File: config.mk
export PLATFORM = sky130hd
export DESIGN_NAME = hpt_addr_gen
export DESIGN_NICKNAME = d
export VERILOG_FILES = /design/src/rtl/hpt_pkg.sv /design/src/rtl/hpt_dp.sv /design/src/rtl/hpt_ctrl.sv /design/src/rtl/hpt_addr_gen.sv
export SDC_FILE = /design/constraint.sdc
export NUM_CORES = 1
export LEC_CHECK = 0
export ABC_AREA = 0
export BUFFER_PORTS_ARGS = -buffer_cell sky130_fd_sc_hd__buf_2
export CORE_ASPECT_RATIO = 1.2
export CORE_MARGIN = 1.5
export CORE_UTILIZATION = 35
export DETAILED_ROUTE_END_ITERATION = 16
export PLACE_DENSITY = 0.61
export SYNTH_ARGS = -nofsm -noshare
export SYNTH_HDL_FRONTEND = slang
export SYNTH_SLANG_ARGS = --single-unit
File: constraint.sdc
create_clock -name clk -period 4.5 [get_ports clk]
set_input_delay 0 -clock clk [delete_from_list [all_inputs] [get_ports clk]]
set_output_delay 0 -clock clk [all_outputs]
set_load 0.02 [all_outputs]
File: src/rtl/hpt_pkg.sv
package hpt_pkg;

  typedef enum logic [1:0] {
    ACC_READ  = 2'd0,
    ACC_WRITE = 2'd1,
    ACC_FETCH = 2'd2
  } accType_e;

  typedef enum logic [1:0] {
    RES_HASH   = 2'd0,
    RES_DIRECT = 2'd1,
    RES_PROT   = 2'd2,
    RES_DSERR  = 2'd3
  } result_e;

  // Attribute bits of the selected segment, datapath to control
  typedef struct packed {
    logic direct;
    logic supKey;
    logic usrKey;
    logic noExec;
  } segAttr_t;

  // Strobes from control to datapath
  typedef struct packed {
    logic capture;
    logic genHash;
    logic passDirect;
  } dpCtrl_t;

endpackage

File: src/rtl/hpt_dp.sv
module hpt_dp
  import hpt_pkg::*;
#(
  parameter int ADDR_W     = 32,
  parameter int NUM_SEG    = 16,
  parameter int VSID_W     = 24,
  parameter int PAGE_SHIFT = 12,
  parameter int TAB_SHIFT  = 16,
  parameter int HASH_SHIFT = 6,
  parameter int MASK_BITS  = 9,
  parameter int API_W      = 6
) (
  input  logic                       clk,
  input  logic                       rstN,
  input  logic                       segWrEn,
  input  logic [$clog2(NUM_SEG)-1:0] segWrIdx,
  input  logic [ADDR_W-1:0]          segWrData,
  input  logic                       baseWrEn,
  input  logic [ADDR_W-1:0]          baseWrData,
  input  logic [ADDR_W-1:0]          reqAddr,
  input  dpCtrl_t                    ctrl,
  output segAttr_t                   segAttr,
  output logic [ADDR_W-1:0]          primAddr,
  output logic [ADDR_W-1:0]          secAddr,
  output logic [ADDR_W-1:0]          cmpWord,
  output logic [ADDR_W-1:0]          directAddr
);

  localparam int SEG_IDX_W = $clog2(NUM_SEG);
  localparam int SEG_SHIFT = ADDR_W - SEG_IDX_W;
  localparam int PIDX_W    = SEG_SHIFT - PAGE_SHIFT;
  localparam logic [ADDR_W-1:0] HASH_TOP = ADDR_W'((64'd1 << (TAB_SHIFT + MASK_BITS)) - 64'd1);
  localparam logic [ADDR_W-1:0] HASH_LOW = ADDR_W'((64'd1 << HASH_SHIFT) - 64'd1);
  localparam logic [ADDR_W-1:0] TAB_LOW  = ADDR_W'((64'd1 << TAB_SHIFT) - 64'd1);
  localparam logic [ADDR_W-1:0] HASH_FIELD = HASH_TOP & ~HASH_LOW;
  localparam logic [ADDR_W-1:0] LOW_FIXED  = TAB_LOW & ~HASH_LOW;
  localparam logic [ADDR_W-1:0] BASE_HI    = ~TAB_LOW;

  logic [NUM_SEG-1:0][ADDR_W-1:0] segBank;
  logic [ADDR_W-1:0]              baseReg;

  // Segment register bank and table base
  always_ff @(posedge clk) begin
    if (!rstN) begin
      segBank <= '0;
      baseReg <= '0;
    end else begin
      for (int i = 0; i < NUM_SEG; i++) begin
        if (segWrEn && (segWrIdx == SEG_IDX_W'(i))) segBank[i] <= segWrData;
      end
      if (baseWrEn) baseReg <= baseWrData;
    end
  end

  logic [SEG_IDX_W-1:0] segIdx;
  logic [ADDR_W-1:0]    segSel;
  logic [VSID_W-1:0]    vsid;
  logic [PIDX_W-1:0]    pageIdx;
  logic [ADDR_W-1:0]    hashPri, hashSec, tabMask, groupPri, groupSec, cmpNext;

  always_comb begin
    segIdx  = reqAddr[ADDR_W-1 -: SEG_IDX_W];
    segSel  = segBank[segIdx];
    vsid    = segSel[VSID_W-1:0];
    pageIdx = reqAddr[SEG_SHIFT-1:PAGE_SHIFT];

    segAttr.direct = segSel[ADDR_W-1];
    segAttr.supKey = segSel[ADDR_W-2];
    segAttr.usrKey = segSel[ADDR_W-3];
    segAttr.noExec = segSel[ADDR_W-4];

    hashPri  = ((ADDR_W'(vsid) ^ ADDR_W'(pageIdx)) << HASH_SHIFT) & HASH_FIELD;
    hashSec  = ~hashPri & HASH_FIELD;
    tabMask  = (ADDR_W'(baseReg[MASK_BITS-1:0]) << TAB_SHIFT) | LOW_FIXED;
    groupPri = (baseReg & BASE_HI) | (hashPri & tabMask);
    groupSec = (baseReg & BASE_HI) | (hashSec & tabMask);
    cmpNext  = (ADDR_W'(vsid) << (API_W + 1)) | ADDR_W'(pageIdx >> (PIDX_W - API_W));
  end

  // Result registers
  always_ff @(posedge clk) begin
    if (!rstN) begin
      primAddr   <= '0;
      secAddr    <= '0;
      cmpWord    <= '0;
      directAddr <= '0;
    end else if (ctrl.capture) begin
      primAddr   <= ctrl.genHash ? groupPri : '0;
      secAddr    <= ctrl.genHash ? groupSec : '0;
      cmpWord    <= ctrl.genHash ? cmpNext  : '0;
      directAddr <= ctrl.passDirect ? reqAddr : '0;
    end
  end

endmodule

File: src/rtl/hpt_ctrl.sv
module hpt_ctrl
  import hpt_pkg::*;
(
  input  logic       clk,
  input  logic       rstN,
  input  logic       reqValid,
  input  logic [1:0] reqType,
  input  logic       reqUser,
  input  segAttr_t   segAttr,
  output dpCtrl_t    ctrl,
  output logic       outValid,
  output logic       keyBit,
  output logic [1:0] faultCode
);

  logic    keyNext;
  logic    isFetch;
  logic    isWrite;
  result_e resNext;

  always_comb begin
    keyNext = (segAttr.usrKey & reqUser) | (segAttr.supKey & ~reqUser);
    isFetch = (reqType == ACC_FETCH);
    isWrite = (reqType == ACC_WRITE);
    if (!segAttr.direct) begin
      resNext = (isFetch && segAttr.noExec) ? RES_PROT : RES_HASH;
    end else if (isFetch) begin
      resNext = RES_DSERR;
    end else if (isWrite && keyNext) begin
      resNext = RES_PROT;
    end else begin
      resNext = RES_DIRECT;
    end
    ctrl.capture    = reqValid;
    ctrl.genHash    = (resNext == RES_HASH);
    ctrl.passDirect = (resNext == RES_DIRECT);
  end

  always_ff @(posedge clk) begin
    if (!rstN) begin
      outValid  <= 1'b0;
      keyBit    <= 1'b0;
      faultCode <= RES_HASH;
    end else begin
      outValid <= reqValid;
      if (reqValid) begin
        keyBit    <= keyNext;
        faultCode <= resNext;
      end
    end
  end

endmodule

File: src/rtl/hpt_addr_gen.sv
module hpt_addr_gen
  import hpt_pkg::*;
(
  input  logic        clk,
  input  logic        rstN,
  input  logic        segWrEn,
  input  logic [3:0]  segWrIdx,
  input  logic [31:0] segWrData,
  input  logic        baseWrEn,
  input  logic [31:0] baseWrData,
  input  logic        reqValid,
  input  logic [31:0] reqAddr,
  input  logic [1:0]  reqType,
  input  logic        reqUser,
  output logic        outValid,
  output logic [31:0] primAddr,
  output logic [31:0] secAddr,
  output logic [31:0] cmpWord,
  output logic        keyBit,
  output logic [1:0]  faultCode,
  output logic [31:0] directAddr
);

  dpCtrl_t  dpCtrl;
  segAttr_t segAttr;

  hpt_ctrl uCtrl (
    .clk      (clk),
    .rstN     (rstN),
    .reqValid (reqValid),
    .reqType  (reqType),
    .reqUser  (reqUser),
    .segAttr  (segAttr),
    .ctrl     (dpCtrl),
    .outValid (outValid),
    .keyBit   (keyBit),
    .faultCode(faultCode)
  );

  hpt_dp uDp (
    .clk       (clk),
    .rstN      (rstN),
    .segWrEn   (segWrEn),
    .segWrIdx  (segWrIdx),
    .segWrData (segWrData),
    .baseWrEn  (baseWrEn),
    .baseWrData(baseWrData),
    .reqAddr   (reqAddr),
    .ctrl      (dpCtrl),
    .segAttr   (segAttr),
    .primAddr  (primAddr),
    .secAddr   (secAddr),
    .cmpWord   (cmpWord),
    .directAddr(directAddr)
  );

endmodule

==> results of run 1 <==
worst paths after layout:
path / startpoint / cells after the start / slack [ps] / to
worst max-delay path: reqAddr[31] / 9 / 1500 / uDp.cmpWord[2]$_SDFFE_PN0P_
worst min-delay path: segWrIdx[2] / 5 / 40 / uDp.segBank[29]$_SDFFE_PN0P_
worst max register to register: uDp.segBank[511]$_SDFFE_PN0P_ / 8 / 1640 / uDp.cmpWord[2]$_SDFFE_PN0P_
worst min register to register: uDp.cmpWord[23]$_SDFFE_PN0P_ / 2 / 450 / uDp.cmpWord[23]$_SDFFE_PN0P_
flip-flops by register name, indices dropped and copies added (netlist names):
| register | flops |
|---|---|
| uCtrl.keyBit | 1 |
| uDp.cmpWord | 30 |
| uDp.primAddr | 20 |
| uDp.baseReg | 25 |
| uCtrl.outValid | 1 |
| uDp.directAddr | 32 |
| uDp.secAddr | 25 |
| uDp.segBank | 448 |
| uCtrl.faultCode | 2 |
final cells by class:
cell class              count  area [um2]  share of cell area [%]
repair buffers            365        2510                    8.86
well taps                 901        1130                    3.99
multi-input cells        1949       11200                    39.4
diodes                      1        2.50                 0.00885
clock inverters            12         131                   0.464
flip-flops and latches    584       11700                    41.3
inverters                  11        48.8                   0.173
clock buffers              87        1630                    5.75
power by group:
part | total [W] | switching, W | internal [W]
registers | 0.00532 | 0.0000525 | 0.00527
logic | 0.000857 | 0.000562 | 0.000295
clock network | 0.00460 | 0.00202 | 0.00258
total | 0.0108 | 0.00263 | 0.00815
synth_stat cells (2+ instances only):
master	n	area, um2
nand2_1	1004	3770
dfxtp_1	584	11700
a21oi_1	460	2300
clkbuf_1	205	769
mux4_2	100	2250
o21ai_0	68	340
mux2i_1	63	631
nor2_1	45	169
a22o_1	43	377
nand3_1	40	200
buf_4	29	218
a22oi_1	18	135
buf_2	16	80.1
mux2_2	14	158
buf_1	13	48.8
inv_1	10	37.5
o21ai_1	10	50.1
xor2_1	10	87.6
o21bai_1	9	67.6
nor2b_1	7	43.8
xnor2_1	6	52.6
mux4_1	5	131
nand2b_1	5	31.3
buf_12	4	80.1
nand3b_1	4	30.0
and3_1	3	18.8
a211oi_1	2	15.0
a31oi_1	2	12.5
and2_1	2	12.5
buf_6	2	22.5
nor3_1	2	10.0
nor3_2	2	20.0
o211ai_1	2	15.0
kinds of logic after synthesis:
family                 count (synthesis)  share of synthesized area (%)
buffers and inverters                282                           5.35
other                                  1                         0.0156
XOR/XNOR                              16                          0.584
flip-flops                           584                           48.7
AND/OR/NAND/NOR                     1119                           18.1
AO/OA/AOI/OAI                        618                           14.0
multiplexers                         182                           13.2
layout by cell type (no fill, tap or decap), types with 2 or more instances in the layout:
cell type,count
clkbuf_8,16
nor2_4,3
conb_1,14
buf_2,212
nand3_1,40
dfxtp_1,584
nor2b_1,7
clkinv_2,6
a22oi_1,18
buf_4,48
o21bai_1,9
and3_1,3
buf_12,3
xnor2_1,6
inv_6,2
mux2i_1,63
clkbuf_1,18
nand2b_1,5
and2_1,2
o21ai_0,68
o211ai_1,2
xor2_1,10
inv_1,10
a211oi_1,2
nor2_1,31
clkbuf_16,54
bufinv_16,2
nor3_2,2
nand2_1,1004
mux2_2,14
a22o_1,43
mux4_2,100
a21oi_1,460
dlygate4sd3_1,101
mux4_1,5
nor3_4,2
nand3b_1,4
nor2_2,11
o21ai_1,10
tightest hold or removal path, cell delays in order:
cell and delay (ps):
buf_2 150, or3b_2 230, nor3_4 90, nand2_1 70, a21oi_1 50
per-layer routing:
| metal | GRT usage, % | share of wire, % |
|---|---|---|
| met5 | 0 | 0.056 |
| met4 | 7.96 | 3.3 |
| met3 | 3.43 | 6.9 |
| met2 | 36.4 | 48 |
| met1 | 27.5 | 42 |
per-stage QoR:
| step | area [um2] | hold slack, ps | total power [W] | cells |
|---|---|---|---|---|
| final | 28300 | 36.2 | 0.0108 | 3910 |
| after CTS | 28300 | 6.43 | 0.0108 | 3909 |
| after detailed placement | 25500 | 247 | 0.00622 | 3709 |
| after floorplan | 24000 | 95.6 | 0.00597 | 2815 |
| after global routing | 28300 | 67.6 | 0.0111 | 3910 |
| after global placement | 25500 | 241 | 0.00621 | 3709 |
==> run metrics, run 1 <==
Final TNS setup=0 ps; DR vias/cell=5.20; worst rel slew slack=18.1%; TritonCTS buffer count=54; Port Buffers=214; Crit path max-delay family=buffers and inverters; cts hold-fix bufs=101; root buffer cell=clkbuf_16; Tmin final=3000 ps; Layout Utilization=42.0%; Worst VDD drop=0.000295 V; die area=70100 um2; Nets=3073; WL final=77.2 mm; max cap viols=0; H-tree depth=2; Synth Register Bits=584; initial antenna violation count=5; Clock Skew=19.4 ps; Post-Synthesis Cells=2802; Max stage delay on crit path=660 ps; num rows=104; post-DP HPWL=46.8 mm; Tcrit/Tclk final=66.6%; Lkg Pwr=10.2 nW; Tot GR Track Use=21.5%; CP cell instances=buf_2 > nor2b_1 > a22oi_1 > nand3_1 > o21ai_0 > a211oi_4 > buf_4 > a22o_1 > dlygate4sd3_1; Pre-Repair DR Iteration Count=5; I/O Pins=240; Async SR Flop Fraction=0%; DRT iter0 DRCs=1626; total number of vias=20344; Yosys cell types=46; GR Overflow Total=0; CTS tree=built; status=completed; Seq/Total Area, Yosys=48.7%; Slowest-stage cell, CP=nor2b_1; crit-path max FO=43; routed len/inst=19.7 um; prevailing post-synth register cell=dfxtp_1; crit path DAT=3540 ps; clk sinks=584; largest net degree at the start of global routing=181; Core Region=67400 um2; Achievable Freq=0.334 GHz; pwr dens=381 nW/um2; CTS resizes=0; synthesis-to-layout area growth=17.9%; Final Hold Vio Count=0; Max clock buf depth=3; Critical Path Source Type=input pin; Worst Slack Setup Final=1500 ps; number of synthesized flops with an enable pin=0; vias in the first global route=19400; critical path data required time=5040 ps; Pins Over Slew Limit=0; Final Setup Violations=0; Mapped Area=24000 um2; die height=290 um; fillcell total=6695; Worst-Skew Late Latency=610 ps; clk slew on worst S/H paths=60 ps; Initial Utilization=35.6%; Avg Cell Area, Syn=8.56 um2; share of layout cells above drive strength 1=16.1%; first-pass GRT wire length=118 mm; critical path type=input pin to flip-flop; Residual DRC=0; RSZ-0062 raised after global routing=false; YS warnings=0; crit path buf inv count=3; width of the die=242 um; Worst-Margin Slew=1230 ps; Worst Setup End Kind=flip-flop; Routability Congestion=0.802; postcts setup bufs=0; post-placement setup slack=1310 ps; Min-Delay Path Class=input pin to flip-flop; Routed Antenna Nets=0
Note: power is estimated with default switching activity, not from simulation.
==> run 2, diff against run 1 <==
==> constraint.sdc (replaced) <==
create_clock -name clk -period 2.95 [get_ports clk]
set_input_delay 0 -clock clk [delete_from_list [all_inputs] [get_ports clk]]
set_output_delay 0 -clock clk [all_outputs]
set_load 0.02 [all_outputs]
==> run 2 against run 1 <==
Effect of this change: combinational power rose by 58%; critical path depth decreased by 2; cell count grew 0.92%; sequential power grew 53%; sequential share of layout area decreased by 0.66 points; die area did not move; worst hold slack better by 6.2 ps; cell area is 1.6% higher; utilization is 0.68 points higher; wire length decreased by 0.40%; via count grew 0.56%; critical endpoint is now uDp.cmpWord[13]$_SDFFE_PN0P_.
==> run metrics, run 2 (same netlist as run 1, synthesis figures left out) <==
Achievable Freq=0.415 GHz; Final TNS setup=0 ps (unchanged); postcts setup bufs=0 (unchanged); H-tree depth=2 (unchanged); I/O Pins=240 (unchanged); Final Hold Vio Count=0 (unchanged); Tot GR Track Use=21.3% (-0.19 points); Pre-Repair DR Iteration Count=6 (+1); commonest non-fill, non-tap cell in the layout=nand2_1; placed insts=3744 (+0.94%); Worst-Margin Slew=1220 ps (-8.18 ps); width of the die=242 um (unchanged); Nets=3107 (+1.1%); DR vias/cell=5.18 (-0.36%); hold depth=5 (unchanged); Worst-Skew Late Latency=590 ps (-20 ps); Worst VDD drop=0.000402 V (+36%); TritonCTS buffer count=54 (unchanged); GR Overflow Total=0 (unchanged); Tcrit/Tclk final=81.7%; RSZ-0062 raised after global routing=false; largest net degree at the start of global routing=109 (-40%); first-pass GRT wire length=118 mm (about the same); Tmin final=2410 ps; RR Startpoint=uDp.segBank[511]$_SDFFE_PN0P_; crit-path max FO=32 (-26%); Max stage delay on crit path=450 ps (-210 ps); Min-Delay Path Class=input pin to flip-flop; Routed Antenna Nets=0 (unchanged); pwr dens=582 nW/um2 (+53%); reg-to-reg endpoint=uDp.cmpWord[13]$_SDFFE_PN0P_; R2R depth=7 (-1); WL final=76.8 mm (-0.40%); Residual DRC=0 (unchanged); Final Setup Violations=0 (unchanged); critical path data required time=3460 ps (-1580 ps); hold_sp=segWrIdx[2]; worst rel slew slack=18.5% (+0.44 points); Routability Congestion=0.818 (+2.0%); crit path DAT=2920 ps (-620 ps); Regs by FF count=uDp.segBank x448, uDp.directAddr x32, uDp.cmpWord x30; Max clock buf depth=3 (unchanged); root buffer cell=clkbuf_16; commonest cells after routing, fill and taps aside=nand2_1, dfxtp_1, a21oi_1; Largest register FFs=448 (unchanged); synthesis-to-layout area growth=19.8%; Pins Over Slew Limit=0 (unchanged); CTS tree=built; Largest Register=uDp.segBank; die area=70100 um2 (unchanged); vias in the first global route=19695 (+1.5%); Clock Skew=23.6 ps (+4.23 ps); Critical Path Source Type=flip-flop; Slowest-stage cell, CP=mux4_2; critical path type=flip-flop to flip-flop; Worst Setup End Kind=flip-flop; CP cell instances=mux4_2 > mux2_2 > nand2_1 > o21ai_4 > a211o_1 > buf_4 > o21ai_0; status=completed; R2R Setup Slk=540 ps (-1100 ps); Layout Utilization=42.6% (+0.68 points); Port Buffers=214 (unchanged); Core Region=67400 um2 (unchanged); num rows=104 (unchanged); crit path buf inv count=1 (-2); Finished Layout Cells=3946 (+0.92%); end of the worst hold path=uDp.segBank[353]$_SDFFE_PN0P_; initial antenna violation count=7 (+2); DRT iter0 DRCs=1662 (+2.2%); routed len/inst=19.5 um (-1.3%); Initial Utilization=35.6% (unchanged); total number of vias=20457 (+0.56%); share of layout cells above drive strength 1=17.1% (+1.1 points); max cap viols=0 (unchanged); post-DP HPWL=48.2 mm (+3.0%); Lkg Pwr=10.4 nW (+2.4%); Crit path max-delay family=multiplexers; clk sinks=584 (unchanged); fillcell total=6625 (-1.0%); die height=290 um (unchanged); clk slew on worst S/H paths=70 ps (about the same)
[run 2: area by class of cell]
cell class	instances	area (um2)	share of cell area (%)
Clock buffer	82	1600	5.56
Clock inverter	17	223	0.775
Tap cell	901	1130	3.92
Inverter	11	48.8	0.170
Timing Repair Buffer	399	2900	10.1
Multi-Input combinational cell	1949	11200	38.8
Antenna cell	3	7.51	0.0261
Sequential cell	584	11700	40.7
[run 2: repair_timing]
action | 4_1_cts | 5_1_grt
gates resized for setup | 0 | 0
hold buffers | 100 | 0
endpoints found under the hold margin | 542 | 0
setup endpoints to repair | 0 | 0
[run 2: worst min-delay path, stage by stage]
cell	delay, ps
buf_2	150
or2_2	220
nor2_2	100
nand2_1	70
a21oi_1	50
[run 2: worst max path at each step]
stage / startpoint / cells after the start / slack (ps) / end
floorplan: reqAddr[30] / 10 / 980 / uDp.primAddr[16]$_SDFFE_PN0P_
global placement: reqAddr[30] / 8 / 620 / uDp.cmpWord[11]$_SDFFE_PN0P_
detailed placement: reqAddr[30] / 8 / 550 / uDp.cmpWord[13]$_SDFFE_PN0P_
CTS: uDp.segBank[511]$_SDFFE_PN0P_ / 7 / 550 / uDp.cmpWord[13]$_SDFFE_PN0P_
global route: uDp.segBank[511]$_SDFFE_PN0P_ / 7 / 430 / uDp.cmpWord[9]$_SDFFE_PN0P_
finish: uDp.segBank[511]$_SDFFE_PN0P_ / 7 / 540 / uDp.cmpWord[13]$_SDFFE_PN0P_
[run 2: metrics by stage]
stage / hold WS, ps / power (W) / instance area, um2 / worst slack (ps)
floorplan: 95.6 / 0.00910 / 24000 / 978
global route: 70.1 / 0.0173 / 28700 / 430
detailed placement: 248 / 0.00952 / 25900 / 551
global placement: 242 / 0.00951 / 25900 / 619
finish: 42.4 / 0.0167 / 28700 / 541
CTS: 36.2 / 0.0169 / 28700 / 554
[run 2: power breakdown]
group          switching, W  total (W)  internal, W
clock network       0.00311    0.00728      0.00417
registers         0.0000803    0.00812      0.00804
logic              0.000861    0.00135     0.000484
[run 2: metal layers]
| layer | global-route usage (%) | wire (um) | vias up |
|---|---|---|---|
| li1 | - | - | 9766 |
| met1 | 27.1 | 31700 | 9753 |
| met2 | 36.7 | 37400 | 780 |
| met3 | 3.39 | 5500 | 150 |
| met4 | 6.80 | 2170 | 8 |
| met5 | 0 | 47 | - |
